**config.mk**
```make
export PLATFORM = sky130hd
export DESIGN_NAME = serial_mag_cmp
export DESIGN_NICKNAME = d
export VERILOG_FILES = /design/src/rtl/smc_pkg.sv /design/src/rtl/smc_ctrl.sv /design/src/rtl/smc_datapath.sv /design/src/rtl/serial_mag_cmp.sv
export SDC_FILE = /design/constraint.sdc
export NUM_CORES = 1
export LEC_CHECK = 0
export BUFFER_PORTS_ARGS = -buffer_cell sky130_fd_sc_hd__buf_2
export CAP_MARGIN = 30
export CORE_AREA = 2 2 39 41
export DETAILED_ROUTE_END_ITERATION = 12
export DIE_AREA = 0 0 41 43
export PLACE_DENSITY_LB_ADDON = 0.3
export SYNTH_ARGS = -nofsm -noshare
export SYNTH_HDL_FRONTEND = slang
export SYNTH_HIERARCHICAL = 1
export SYNTH_SLANG_ARGS = --single-unit
```
**constraint.sdc**
```tcl
create_clock -name clk -period 1.99 [get_ports clk]
set_input_delay 0.398 -clock clk [delete_from_list [all_inputs] [get_ports clk]]
set_output_delay 0.398 -clock clk [all_outputs]
set_load 0.02 [all_outputs]
```
**src/rtl/smc_pkg.sv**
```systemverilog
package smc_pkg;
  localparam int STATE_W = 2;

  typedef enum logic [STATE_W-1:0] {
    ST_EQ  = 2'b00,
    ST_LT  = 2'b01,
    ST_GT  = 2'b10,
    ST_BAD = 2'b11
  } cmpState_t;

  typedef struct packed {
    logic restart;
    logic advance;
    logic goLt;
    logic goGt;
  } ctrlStrobe_t;
endpackage

```
**src/rtl/smc_ctrl.sv**
```systemverilog
module smc_ctrl
  import smc_pkg::*;
(
  input  logic        restart,
  input  logic        en,
  input  logic        xBit,
  input  logic        yBit,
  input  cmpState_t   curState,
  output ctrlStrobe_t strobe
);
  logic inEqual;
  logic inBad;

  always_comb begin
    inEqual        = (curState == ST_EQ);
    inBad          = (curState == ST_BAD);
    // Restart wins; an illegal code is scrubbed on the next enabled cycle.
    strobe.restart = restart | (en & inBad);
    // Only the undecided state looks at the bits; decided states absorb.
    strobe.advance = en & ~restart & inEqual;
    strobe.goLt    = ~xBit & yBit;
    strobe.goGt    = xBit & ~yBit;
  end
endmodule

```
**src/rtl/smc_datapath.sv**
```systemverilog
module smc_datapath
  import smc_pkg::*;
(
  input  logic        clk,
  input  logic        rst,
  input  ctrlStrobe_t strobe,
  output cmpState_t   curState,
  output logic        lt,
  output logic        eq,
  output logic        gt
);
  cmpState_t stateQ;

  always_ff @(posedge clk) begin
    if (rst || strobe.restart) begin
      stateQ <= ST_EQ;
    end else if (strobe.advance && strobe.goLt) begin
      stateQ <= ST_LT;
    end else if (strobe.advance && strobe.goGt) begin
      stateQ <= ST_GT;
    end
  end

  always_comb begin
    curState = stateQ;
    lt       = (stateQ == ST_LT);
    gt       = (stateQ == ST_GT);
    // The illegal code reads as equal so the outputs stay one-hot.
    eq       = ~(lt | gt);
  end
endmodule

```
**src/rtl/serial_mag_cmp.sv**
```systemverilog
module serial_mag_cmp
  import smc_pkg::*;
(
  input  logic clk,
  input  logic rst,
  input  logic restart,
  input  logic en,
  input  logic xBit,
  input  logic yBit,
  output logic lt,
  output logic eq,
  output logic gt
);
  cmpState_t   curState;
  ctrlStrobe_t strobe;

  smc_ctrl u_ctrl (
    .restart (restart),
    .en      (en),
    .xBit    (xBit),
    .yBit    (yBit),
    .curState(curState),
    .strobe  (strobe)
  );

  smc_datapath u_dp (
    .clk     (clk),
    .rst     (rst),
    .strobe  (strobe),
    .curState(curState),
    .lt      (lt),
    .eq      (eq),
    .gt      (gt)
  );
endmodule

```
* Yosys cells after proc, flatten, opt, wreduce, memory -nomap -nowiden
Cells that the tools add are included.
** Storage, ports and cells
- Register bits :: 2
- Input port bits :: 6
- Output and inout bits :: 3
- Word-level logic and storage cells :: 24
** Operators by class
- Eq/ne operators :: 3
- Muxes and demuxes :: 2
- Bitwise logic cells :: 11
- Reduce and logical (&&, ||, !) cells :: 6
** Operators by type and width (number)
- 1-bit bitwise AND :: 5
- 2-bit equality test, second input constant :: 2
- 1-bit inverter :: 4
- 2-bit by 1-bit equality test with 1-bit output, second input constant :: 1
- 1-bit logical AND :: 2
- 2-bit zero test :: 1
- 1-bit two-way mux :: 2
- 1-bit bitwise OR :: 2
- 2-bit nonzero test :: 1
- 2-bit OR reduction :: 1
- 1-bit logical OR :: 1

* Depth between registers and ports, before layout
Gate-level depths: netlist (run 1).
- Depth after elaboration :: 6
- Mapped depth :: 3
- Mapped depth without buffers :: 3

* Modules after synthesis
Netlist (run 1), hierarchy kept.
** By module, submodules not included
- smc_datapath :: instances 1, cells an instance 11, area each 118.9 µm², sequential area each 40.0 µm²
- smc_ctrl :: instances 1, cells an instance 4, area each 36.3 µm², sequential area each 0.0 µm²

* Least setup slack after synthesis (run 1)
Ideal clock, no wire load.
- Kind :: input port to flip-flop
- Start point :: in restart
- End point :: reg u_dp.stateQ[1], in the netlist u_dp/curState[1]
- Setup time :: 0.103 ns
- Arrival :: 1.102 ns
- Required time :: 1.887 ns
- Setup slack :: 0.784 ns
- Stages on the path :: 3
- Path buffers :: 0
- Cells stage by stage :: nor4b_2 > a21oi_1 > a2111oi_2
** On the way
- Longest elaborated chain between the ends :: 5
- Elaborated cells between the ends (all ways) :: 8
- Classes of those cells :: bitwise: 4; reduce/logical: 4
** Ends and longest elaborated chain
- from (decl) :: line serial_mag_cmp.sv:6 : input logic restart,
- 1-bit inverter :: line smc_ctrl.sv:20 : strobe.advance = en & ~restart & inEqual;
- 1-bit bitwise AND (2 in a row) :: line smc_ctrl.sv:20
- 1-bit logical AND :: line smc_datapath.sv:17 : end else if (strobe.advance && strobe.goLt) begin
- 2-bit OR reduction (no line)
- to (signal assigned) :: line smc_datapath.sv:16 : stateQ <= ST_EQ;
- to (signal assigned) :: line smc_datapath.sv:18 : stateQ <= ST_LT;
- to (signal assigned) :: line smc_datapath.sv:20 : stateQ <= ST_GT;
- to (decl) :: line smc_datapath.sv:12 : cmpState_t stateQ;
Several ways; a longest one is shown, not always the timed one.
A chain may end at the register's enable or synchronous reset.

* Worst setup path after layout (run 1)
- Start point :: reg u_dp.stateQ[0], in the netlist u_dp/curState[0]
- End point :: out eq
** On the way
- Longest elaborated chain between the ends :: 3
- Elaborated cells between the ends (all ways) :: 4
- Classes of those cells :: eq/ne: 2; bitwise: 2
** Ends and longest elaborated chain
- 2-bit by 1-bit equality test with 1-bit output / 2-bit equality test (equally long branches) :: line smc_datapath.sv:26, smc_datapath.sv:27
- 1-bit bitwise OR * :: line smc_datapath.sv:29 : eq = ~(lt | gt);
- 1-bit inverter * :: line smc_datapath.sv:29
- to (decl) :: line serial_mag_cmp.sv:11 : output logic eq,
Mark *: on every way between the ends. The rest lies on a longest branch, timed or not.

==> results of run 1 <==
[kinds of logic after synthesis]
| kind of cell | count (synthesis) | share of synthesized area, % |
|---|---|---|
| compound gates | 5 | 33.06 |
| simple gates | 4 | 20.15 |
| buf+inv | 2 | 4.841 |
| fa+ha+maj | 2 | 16.13 |
| flops | 2 | 25.81 |
[through the flow]
stage	std cells	utilization (%)	power (mW)	setup WS, ns
final	42	17.18	0.1488	0.4511
after global routing	42	17.18	0.1558	0.3822
after CTS	42	17.18	0.1560	0.4208
after detailed placement	39	15.55	0.06071	0.5560
after global placement	39	15.55	0.06073	0.5761
after floorplan	15	-	0.05273	0.7842
[worst min-delay path by stage]
stage	startpoint	to	slack (ns)	cells after the start
after CTS	rst	u_dp/curState[0]	0.35	2
after global placement	rst	u_dp/curState[0]	0.60	2
after floorplan	rst	u_dp/curState[0]	0.46	1
after detailed placement	rst	u_dp/curState[0]	0.59	2
final	rst	u_dp/curState[0]	0.36	2
after global routing	rst	u_dp/curState[0]	0.36	2
[worst max-delay path: cells and delay by family, from the launching register on]
kind                       cells  cell delay [ns]
adders and majority gates      1             0.29
DFF                            1             0.40
buffers and inverters          2             0.22
[metal layers]
| metal | wire length (µm) | vias up |
|---|---|---|
| li1 | - | 77 |
| met1 | 170 | 57 |
| met2 | 127 | 9 |
| met3 | 51 | 0 |
| met4 | 0 | 0 |
| met5 | 0 | - |
[cells in the final DEF, fill, tap and decap left out]
cell,netlist,routed
a31o_2,1,1
a21bo_1,1,1
a2111oi_2,1,1
a21oi_1,1,1
inv_1,2,2
a211oi_2,1,1
buf_2,0,8
dfxtp_1,2,2
clkbuf_4,0,3
nand2_1,1,1
nor2b_1,2,2
ha_1,2,2
nor4b_2,1,1
[where the power goes]
part / switching (mW) / internal [mW]
registers: 0.000824 / 0.0410
logic: 0.00937 / 0.00896
clock network: 0.0222 / 0.0665
total: 0.0324 / 0.116
[final cells by class]
cell class	instances	area, µm²	area share, %
Timing Repair Buffer	8	40.04	16.84
Sequential cell	2	40.04	16.84
Tap cell	16	20.02	8.421
Multi-Input combinational cell	11	107.6	45.26
Inverter	2	7.507	3.158
Clock buffer	3	22.52	9.474
==> flow_summary_export.csv, run 1 <==
group,metric,value,unit
routing,dr.first_iter.drc_count,2,
routing,drc,0,
run_status,run_status,"finished clean",
cts,cts_root_buf,"clkbuf_4",
routing,dr_total_vias,143,
timing,hold_violations,0,
timing,skew,0.001807,ns
worst_setup_path,r2r_start,"u_dp/curState[1]",
synthesis,ys.flop_type,"dfxtp_1",
floorplanning,dieArea,0.001763,mm²
worst_setup_path,slowest_delay,0.40,ns
grt,grt_max_degree,6,
pwr,power.density,625.8,mW/mm²
worst_setup_path,timing.rr.end,"u_dp/curState[1]",
grt,grt_first_pass_wirelength,524,µm
synthesis,synth.distinct_cells,11,
min_path,hp-class,"primary input to flip-flop",
worst_setup_path,worstSetupPathType,"flip-flop to primary output",
worst_setup_path,cp.arrival,1.14,ns
cts,clkTransAtPathRegs,0.03,ns
worst_setup_path,startpoint,"u_dp/curState[0]",
timing,clock.fmax,649.8,MHz
synthesis,yosysSeqAreaShare,25.81,%
grt,globalRouteOverflowTotal,0,
grt,use_met3,3.141,%
timing,min_period,1.539,ns
floorplanning,start_util,11.21,%
timing,hold_slack,0.3602,ns
worst_setup_path,reg2reg_slack,0.75,ns
timing,worst_pin_slew,0.4108,ns
timing,slew_violations,0,
synthesis,synth.largest_area_cell,"dfxtp_1",
floorplanning,num_rows,14,
grt,met2_usage,4.063,%
synthesis,synth_commonest_cells,"dfxtp_1, ha_1, inv_1, nor2b_1",
floorplanning,dieHeight,43,µm
grt,busiest_layer,"met4",
grt,track_usage,5.005,%
timing,relSlewSlack,72.54,%
cells_and_area,n_fill_cell,153,
cts,numCtsBuffers,3,
cts,cts_resized,0,
cts,cts.sinks,2,
cells_and_area,final_nets,36,
timing,final.setup.tns,0,ns
synthesis,yosysTopAreaCellShare,25.81,%
worst_setup_path,cp-end-kind,"primary output",
routing,postRouteAntennaNets,0,
routing,routed_via_density,3.405,
worst_setup_path,setup.worst_path.start_class,"flip-flop",
routing,first_pass_iters,2,
synthesis,syn-num-nets,23,
cells_and_area,largest_reg_flops,2,
cells_and_area,final_layout_size_suffix_gt1_share,57.69,%
floorplanning,io_pins,9,
synthesis,async_flop_share,0,%
synthesis,postSynthCellCount,15,
synthesis,ys_warn_count,6,
synthesis,avgSynthCellArea,10.34,µm²
cells_and_area,synthToLayoutAreaGrowth,53.23,%
worst_setup_path,rr_worst_depth,3,
placed_design,portBuffers,8,
floorplanning,fp.dieW,41,µm
placed_design,dpl-instance-area,215.2,µm²
synthesis,synth-edff-count,0,
cells_and_area,antenna_cells,0,
grt,grt_pass1_vias,148,
routing,postRouteWirelength,349,µm
cts,cts.path.max_buffers,2,
job,drv_cap,0,
worst_setup_path,cpMaxStageDelayCell,"dfxtp_1",
synthesis,syn_area,155.1,µm²
cells_and_area,design_area,237.7,µm²
cts,post_cts_buffers,0,
floorplanning,core,0.001384,mm²
cts,insertion_delay,0.22,ns
worst_setup_path,crit_end,"eq",
pwr,p_leak,0.09500,nW
cts,cts_tree,"built",
worst_setup_path,cp_max_fo,5,
routing,drt-wirelength-per-cell,8.310,µm
synthesis,synth-seq-cells,2,
timing,fin_crit_sh,77.33,%
pwr,peakVddDrop,0.2070,mV
grt,use_met1,6.051,%
worst_setup_path,crit_required,1.59,ns
grt,antenna_found_initial,0,
cts,cts_max_level,1,
cts,cts.hold.buffers_added,0,
placed_design,gp_congestion,0.5730,
worst_setup_path,crit_path_cell_trace,"inv_1 -> ha_1 -> buf_2",
placed_design,dpl.hpwl,284.9,µm
synthesis,synthTopCellsByArea,"dfxtp_1, ha_1, a2111oi_2",
timing,final-setup-viol-count,0,
timing,rsz0062_at_grt,"false",
Power figures use the tool's default switching activity.
==> run 2: changes to the inputs <==
clock period = 1.6 ns   (was 1.99 ns; I/O delays follow)
==> run 2 against run 1 <==
  * Core utilization unchanged
  * Clock-buffer cell count unchanged
  * Die area did not move
  * Largest cell class unchanged
  * Highest routed layer is now met4
==> flow_summary_export.csv, run 2 (synthesized netlist as in run 1, its figures left out) <==
group,metric,value,unit
min_path,hold_path.startpoint,"rst",
cts,cts_tree,"built",
floorplanning,dieHeight,43,µm
routing,dr_wl_met2,91,µm
worst_setup_path,worstSetupPathType,"flip-flop to primary output",
pwr,p_leak,0.09500,nW
cts,numCtsBuffers,3,
floorplanning,dieArea,0.001763,mm²
worst_setup_path,startpoint,"u_dp/curState[0]",
routing,dr.first_iter.drc_count,7,
routing,drt-met1-wl,176,µm
timing,min_period,1.472,ns
worst_setup_path,crit_required,1.28,ns
routing,first_pass_iters,2,
timing,relSlewSlack,71.09,%
cells_and_area,layout_common_cells,"buf_2, clkbuf_4",
timing,final.setup.tns,0,ns
cells_and_area,final_common_cell,"buf_2",
grt,grt_pass1_vias,161,
routing,dr_total_vias,151,
cells_and_area,final_nets,36,
routing,routed_via_density,3.595,
grt,globalRouteOverflowTotal,0,
floorplanning,fp.dieW,41,µm
worst_setup_path,reg2reg_slack,0.36,ns
timing,final-setup-viol-count,0,
floorplanning,start_util,11.21,%
cells_and_area,layoutNonFillerInstCount,42,
grt,antenna_found_initial,0,
min_path,hp-class,"primary input to flip-flop",
worst_setup_path,rr_worst_depth,3,
placed_design,gp_congestion,0.6164,
timing,worst_pin_slew,0.4325,ns
placed_design,portBuffers,8,
placed_design,dpl.hpwl,263.6,µm
floorplanning,core,0.001384,mm²
worst_setup_path,cp-end-kind,"primary output",
cts,cts.hold.buffers_added,0,
routing,routed.top_layer,"met4",
cts,cts_max_level,1,
grt,grt_max_degree,6,
timing,clock.fmax,679.5,MHz
cts,cts.path.max_buffers,2,
floorplanning,num_rows,14,
routing,drc,0,
cells_and_area,n_fill_cell,153,
worst_setup_path,cp.arrival,1.15,ns
job,drv_cap,0,
cells_and_area,final_layout_size_suffix_gt1_share,57.69,%
grt,track_usage,6.018,%
cts,post_cts_buffers,0,
cells_and_area,antenna_cells,0,
grt,grt_first_pass_wirelength,607,µm
pwr,power.density,786.4,mW/mm²
cts,insertion_delay,0.22,ns
routing,drt-wirelength-per-cell,7.929,µm
cts,cts_resized,0,
timing,slew_violations,0,
routing,met3_wirelength,47,µm
min_path,hold_depth,2,
floorplanning,io_pins,9,
cells_and_area,synthToLayoutAreaGrowth,53.23,%
timing,skew,0.002236,ns
worst_setup_path,r2r_start,"u_dp/curState[1]",
routing,postRouteWirelength,333,µm
worst_setup_path,cp_max_fo,5,
routing,postRouteAntennaNets,0,
timing,hold_violations,0,
worst_setup_path,setup.worst_path.start_class,"flip-flop",
cts,cts_root_buf,"clkbuf_4",
timing,rsz0062_at_grt,"false",
cells_and_area,largest_reg_flops,2,
cts,cts.sinks,2,
run_status,run_status,"finished clean",
cts,clkTransAtPathRegs,0.03,ns
placed_design,placedCellCount,39,
pwr,peakVddDrop,0.1533,mV
timing,fin_crit_sh,91.98,%
## run 2: cell counts in the layout (fill, tap and decap cells not counted)
No cell type changed its count.
## run 2: stage by stage
stage | util (%) | power (mW) | worst slack, ns | instance area [µm²] | hold WS, ns
3_5_place_dp | 15.55 | 0.07583 | 0.2710 | 215.2 | 0.5140
5_1_grt | 17.18 | 0.2063 | 0.06089 | 237.7 | 0.2749
4_1_cts | 17.18 | 0.1922 | 0.1166 | 237.7 | 0.2754
6_report | 17.18 | 0.1870 | 0.1283 | 237.7 | 0.2799
2_1_floorplan | - | 0.06558 | 0.4701 | 155.1 | 0.3846
3_3_place_gp | 15.55 | 0.07605 | 0.2508 | 215.2 | 0.5184
## run 2: final cells by class
| type | count | area, µm² | area share (%) |
|---|---|---|---|
| multi-input cells | 11 | 107.6 | 45.26 |
| flip-flops and latches | 2 | 40.04 | 16.84 |
| repair buffers | 8 | 40.04 | 16.84 |
| clock buffers | 3 | 22.52 | 9.474 |
| well taps | 16 | 20.02 | 8.421 |
| inverters | 2 | 7.507 | 3.158 |
## run 2: final timing paths
check,to
min reg2reg,u_dp/curState[1]
max,eq
max reg2reg,u_dp/curState[1]
min,u_dp/curState[0]
## run 2: power breakdown
part           total [mW]  leakage [nW]  internal (mW)  switching [mW]
combinational      0.0233        0.0650         0.0112          0.0121
sequential         0.0520        0.0162         0.0510        0.000974
clock               0.112        0.0138         0.0827          0.0290
## run 2: worst max-delay path: stages, from the launching register on
cell and delay [ns]:
dfxtp_1 0.40, inv_1 0.06, ha_1 0.30, buf_2 0.16
## run 2: metal layers
metal / vias up / global-route usage, %
met5: - / 0
met4: 0 / 10.00
met3: 2 / 3.141
met2: 11 / 5.313
met1: 59 / 7.051
li1: 79 / -
==> run 3: changes to the inputs <==
CELL_PAD_IN_SITES_DETAIL_PLACEMENT = 0   (was default)
CELL_PAD_IN_SITES_GLOBAL_PLACEMENT = 1   (was default)
==> run 3 against run 2 <==
  * Critical path depth unchanged
  * Fmax grew 1.6%
  * Worst setup slack better by 0.024 ns
  * Sequential cell count unchanged
  * Worst hold slack better by 0.0076 ns
  * Clock-buffer cell count did not move
  * Clock skew shrank 0.00069 ns
  * Core utilization did not move
  * Critical endpoint unchanged
==> flow_summary_export.csv, run 3 (synthesized netlist as in run 1, its figures left out) <==
group,metric,value,unit
timing,relSlewSlack,70.12,%
cells_and_area,layout_common_cells,"buf_2, clkbuf_4",
min_path,hold_path.startpoint,"rst",
floorplanning,num_rows,14,
grt,grt_first_pass_wirelength,545,µm
min_path,min_to,"u_dp/curState[0]",
cells_and_area,final_common_cell,"buf_2",
grt,track_usage,5.316,%
cts,cts.sinks,2,
placed_design,portBuffers,8,
placed_design,dp_slack,0.2556,ns
timing,worst_pin_slew,0.4470,ns
timing,final.setup.tns,0,ns
min_path,hp-class,"primary input to flip-flop",
timing,hold_violations,0,
routing,drt-wirelength-per-cell,8.810,µm
worst_setup_path,cpMaxStageDelayCell,"dfxtp_1",
min_path,hold_depth,2,
floorplanning,io_pins,9,
pwr,p_leak,0.09500,nW
cts,cts_max_level,1,
worst_setup_path,worstSetupPathType,"flip-flop to primary output",
pwr,seq_power_share,27.8,%
pwr,p_int,144.9,µW
cells_and_area,final_nets,36,
worst_setup_path,crit_path_cell_trace,"inv_1 -> ha_1 -> buf_2",
timing,fin_crit_sh,90.49,%
routing,postRouteWirelength,370,µm
cts,clkTransAtPathRegs,0.03,ns
timing,skew,0.001545,ns
timing,rsz0062_at_grt,"false",
floorplanning,core,0.001384,mm²
floorplanning,start_util,11.21,%
worst_setup_path,setup.worst_path.start_class,"flip-flop",
cts,cts.hold.buffers_added,0,
job,drv_cap,0,
grt,globalRouteOverflowTotal,0,
floorplanning,dieArea,0.001763,mm²
worst_setup_path,cp.arrival,1.13,ns
cells_and_area,synthToLayoutAreaGrowth,53.23,%
cts,insertion_delay,0.22,ns
grt,grt_pass1_vias,140,
grt,grt_max_degree,6,
routing,drc,0,
cells_and_area,antenna_cells,0,
timing,slew_violations,0,
worst_setup_path,rr_worst_depth,3,
worst_setup_path,cp-end-kind,"primary output",
floorplanning,dieHeight,43,µm
cts,cts.path.max_buffers,2,
floorplanning,fp.dieW,41,µm
timing,fin_ws,0.1521,ns
routing,first_pass_iters,3,
cells_and_area,final_layout_size_suffix_gt1_share,57.69,%
pwr,power.density,785.7,mW/mm²
pwr,p_sw,41.94,µW
run_status,run_status,"finished clean",
worst_setup_path,reg2reg_slack,0.31,ns
grt,antenna_found_initial,0,
routing,dr.first_iter.drc_count,2,
cts,cts_tree,"built",
timing,clock.fmax,690.7,MHz
placed_design,dpl.hpwl,276.1,µm
routing,routed_via_density,3.548,
worst_setup_path,slowest_delay,0.40,ns
worst_setup_path,r2r_start,"u_dp/curState[1]",
pwr,peakVddDrop,0.2443,mV
timing,min_period,1.448,ns
pwr,clock_power_share,59.7,%
worst_setup_path,crit_required,1.28,ns
cells_and_area,largest_reg_flops,2,
cts,post_cts_buffers,0,
cts,cts_root_buf,"clkbuf_4",
cells_and_area,n_fill_cell,155,
routing,postRouteAntennaNets,0,
cts,cts_resized,0,
timing,final-setup-viol-count,0,
pwr,swShare,22.45,%
worst_setup_path,cp_max_fo,5,
cts,numCtsBuffers,3,
placed_design,gp_congestion,0.6164,
worst_setup_path,timing.rr.end,"u_dp/curState[1]",
pwr,combPwrFrac,12.5,%
routing,dr_total_vias,149,
-- run 3: cell counts in the layout (fill, tap and decap cells not counted) --
No cell type changed its count.
-- run 3: per-stage QoR --
step	power, mW	utilization, %	cells	instance area (µm²)	hold slack, ns
finish	0.1868	17.18	42	237.7	0.2874
global route	0.2053	17.18	42	237.7	0.2772
CTS	0.1930	17.18	42	237.7	0.2802
detailed placement	0.07582	15.55	39	215.2	0.5187
global placement	0.07468	15.55	39	215.2	0.5101
floorplan	0.06558	-	15	155.1	0.3846
-- run 3: layer usage --
metal,global-route usage [%],share of wire [%],vias to the layer above
met5,0,0,-
met4,8.000,0,0
met3,3.141,15,0
met2,5.000,40,9
met1,6.090,45,63
li1,-,-,77
-- run 3: final cells by class --
| cell class | count | area, µm² | share of cell area (%) |
|---|---|---|---|
| clock buffer | 3 | 22.52 | 9.474 |
| multi-input combinational | 11 | 107.6 | 45.26 |
| tap | 16 | 20.02 | 8.421 |
| sequential | 2 | 40.04 | 16.84 |
| inverter | 2 | 7.507 | 3.158 |
| timing repair buffer | 8 | 40.04 | 16.84 |
-- run 3: worst max-delay path by stage --
stage	from	end	slack, ns	cells past startpoint
global placement	restart	u_dp/curState[1]	0.31	4
CTS	u_dp/curState[0]	eq	0.14	3
detailed placement	restart	u_dp/curState[1]	0.26	4
finish	u_dp/curState[0]	eq	0.15	3
floorplan	u_dp/curState[1]	u_dp/curState[1]	0.47	3
global route	u_dp/curState[0]	eq	0.07	3
-- run 3: power by group through the flow --
stage / sequential (mW) / clock (mW) / combinational [mW]
final: 0.0520 / 0.111 / 0.0234
after global routing: 0.0521 / 0.127 / 0.0257
after CTS: 0.0520 / 0.117 / 0.0236
after detailed placement: 0.0526 / 0 / 0.0232
after global placement: 0.0525 / 0 / 0.0221
after floorplan: 0.0524 / 0 / 0.0132
-- run 3: critical path: cells and delay by family, from the launching register on --
kind | cells | cell delay, ns
adders and majority gates | 1 | 0.28
DFF | 1 | 0.40
buffers and inverters | 2 | 0.22
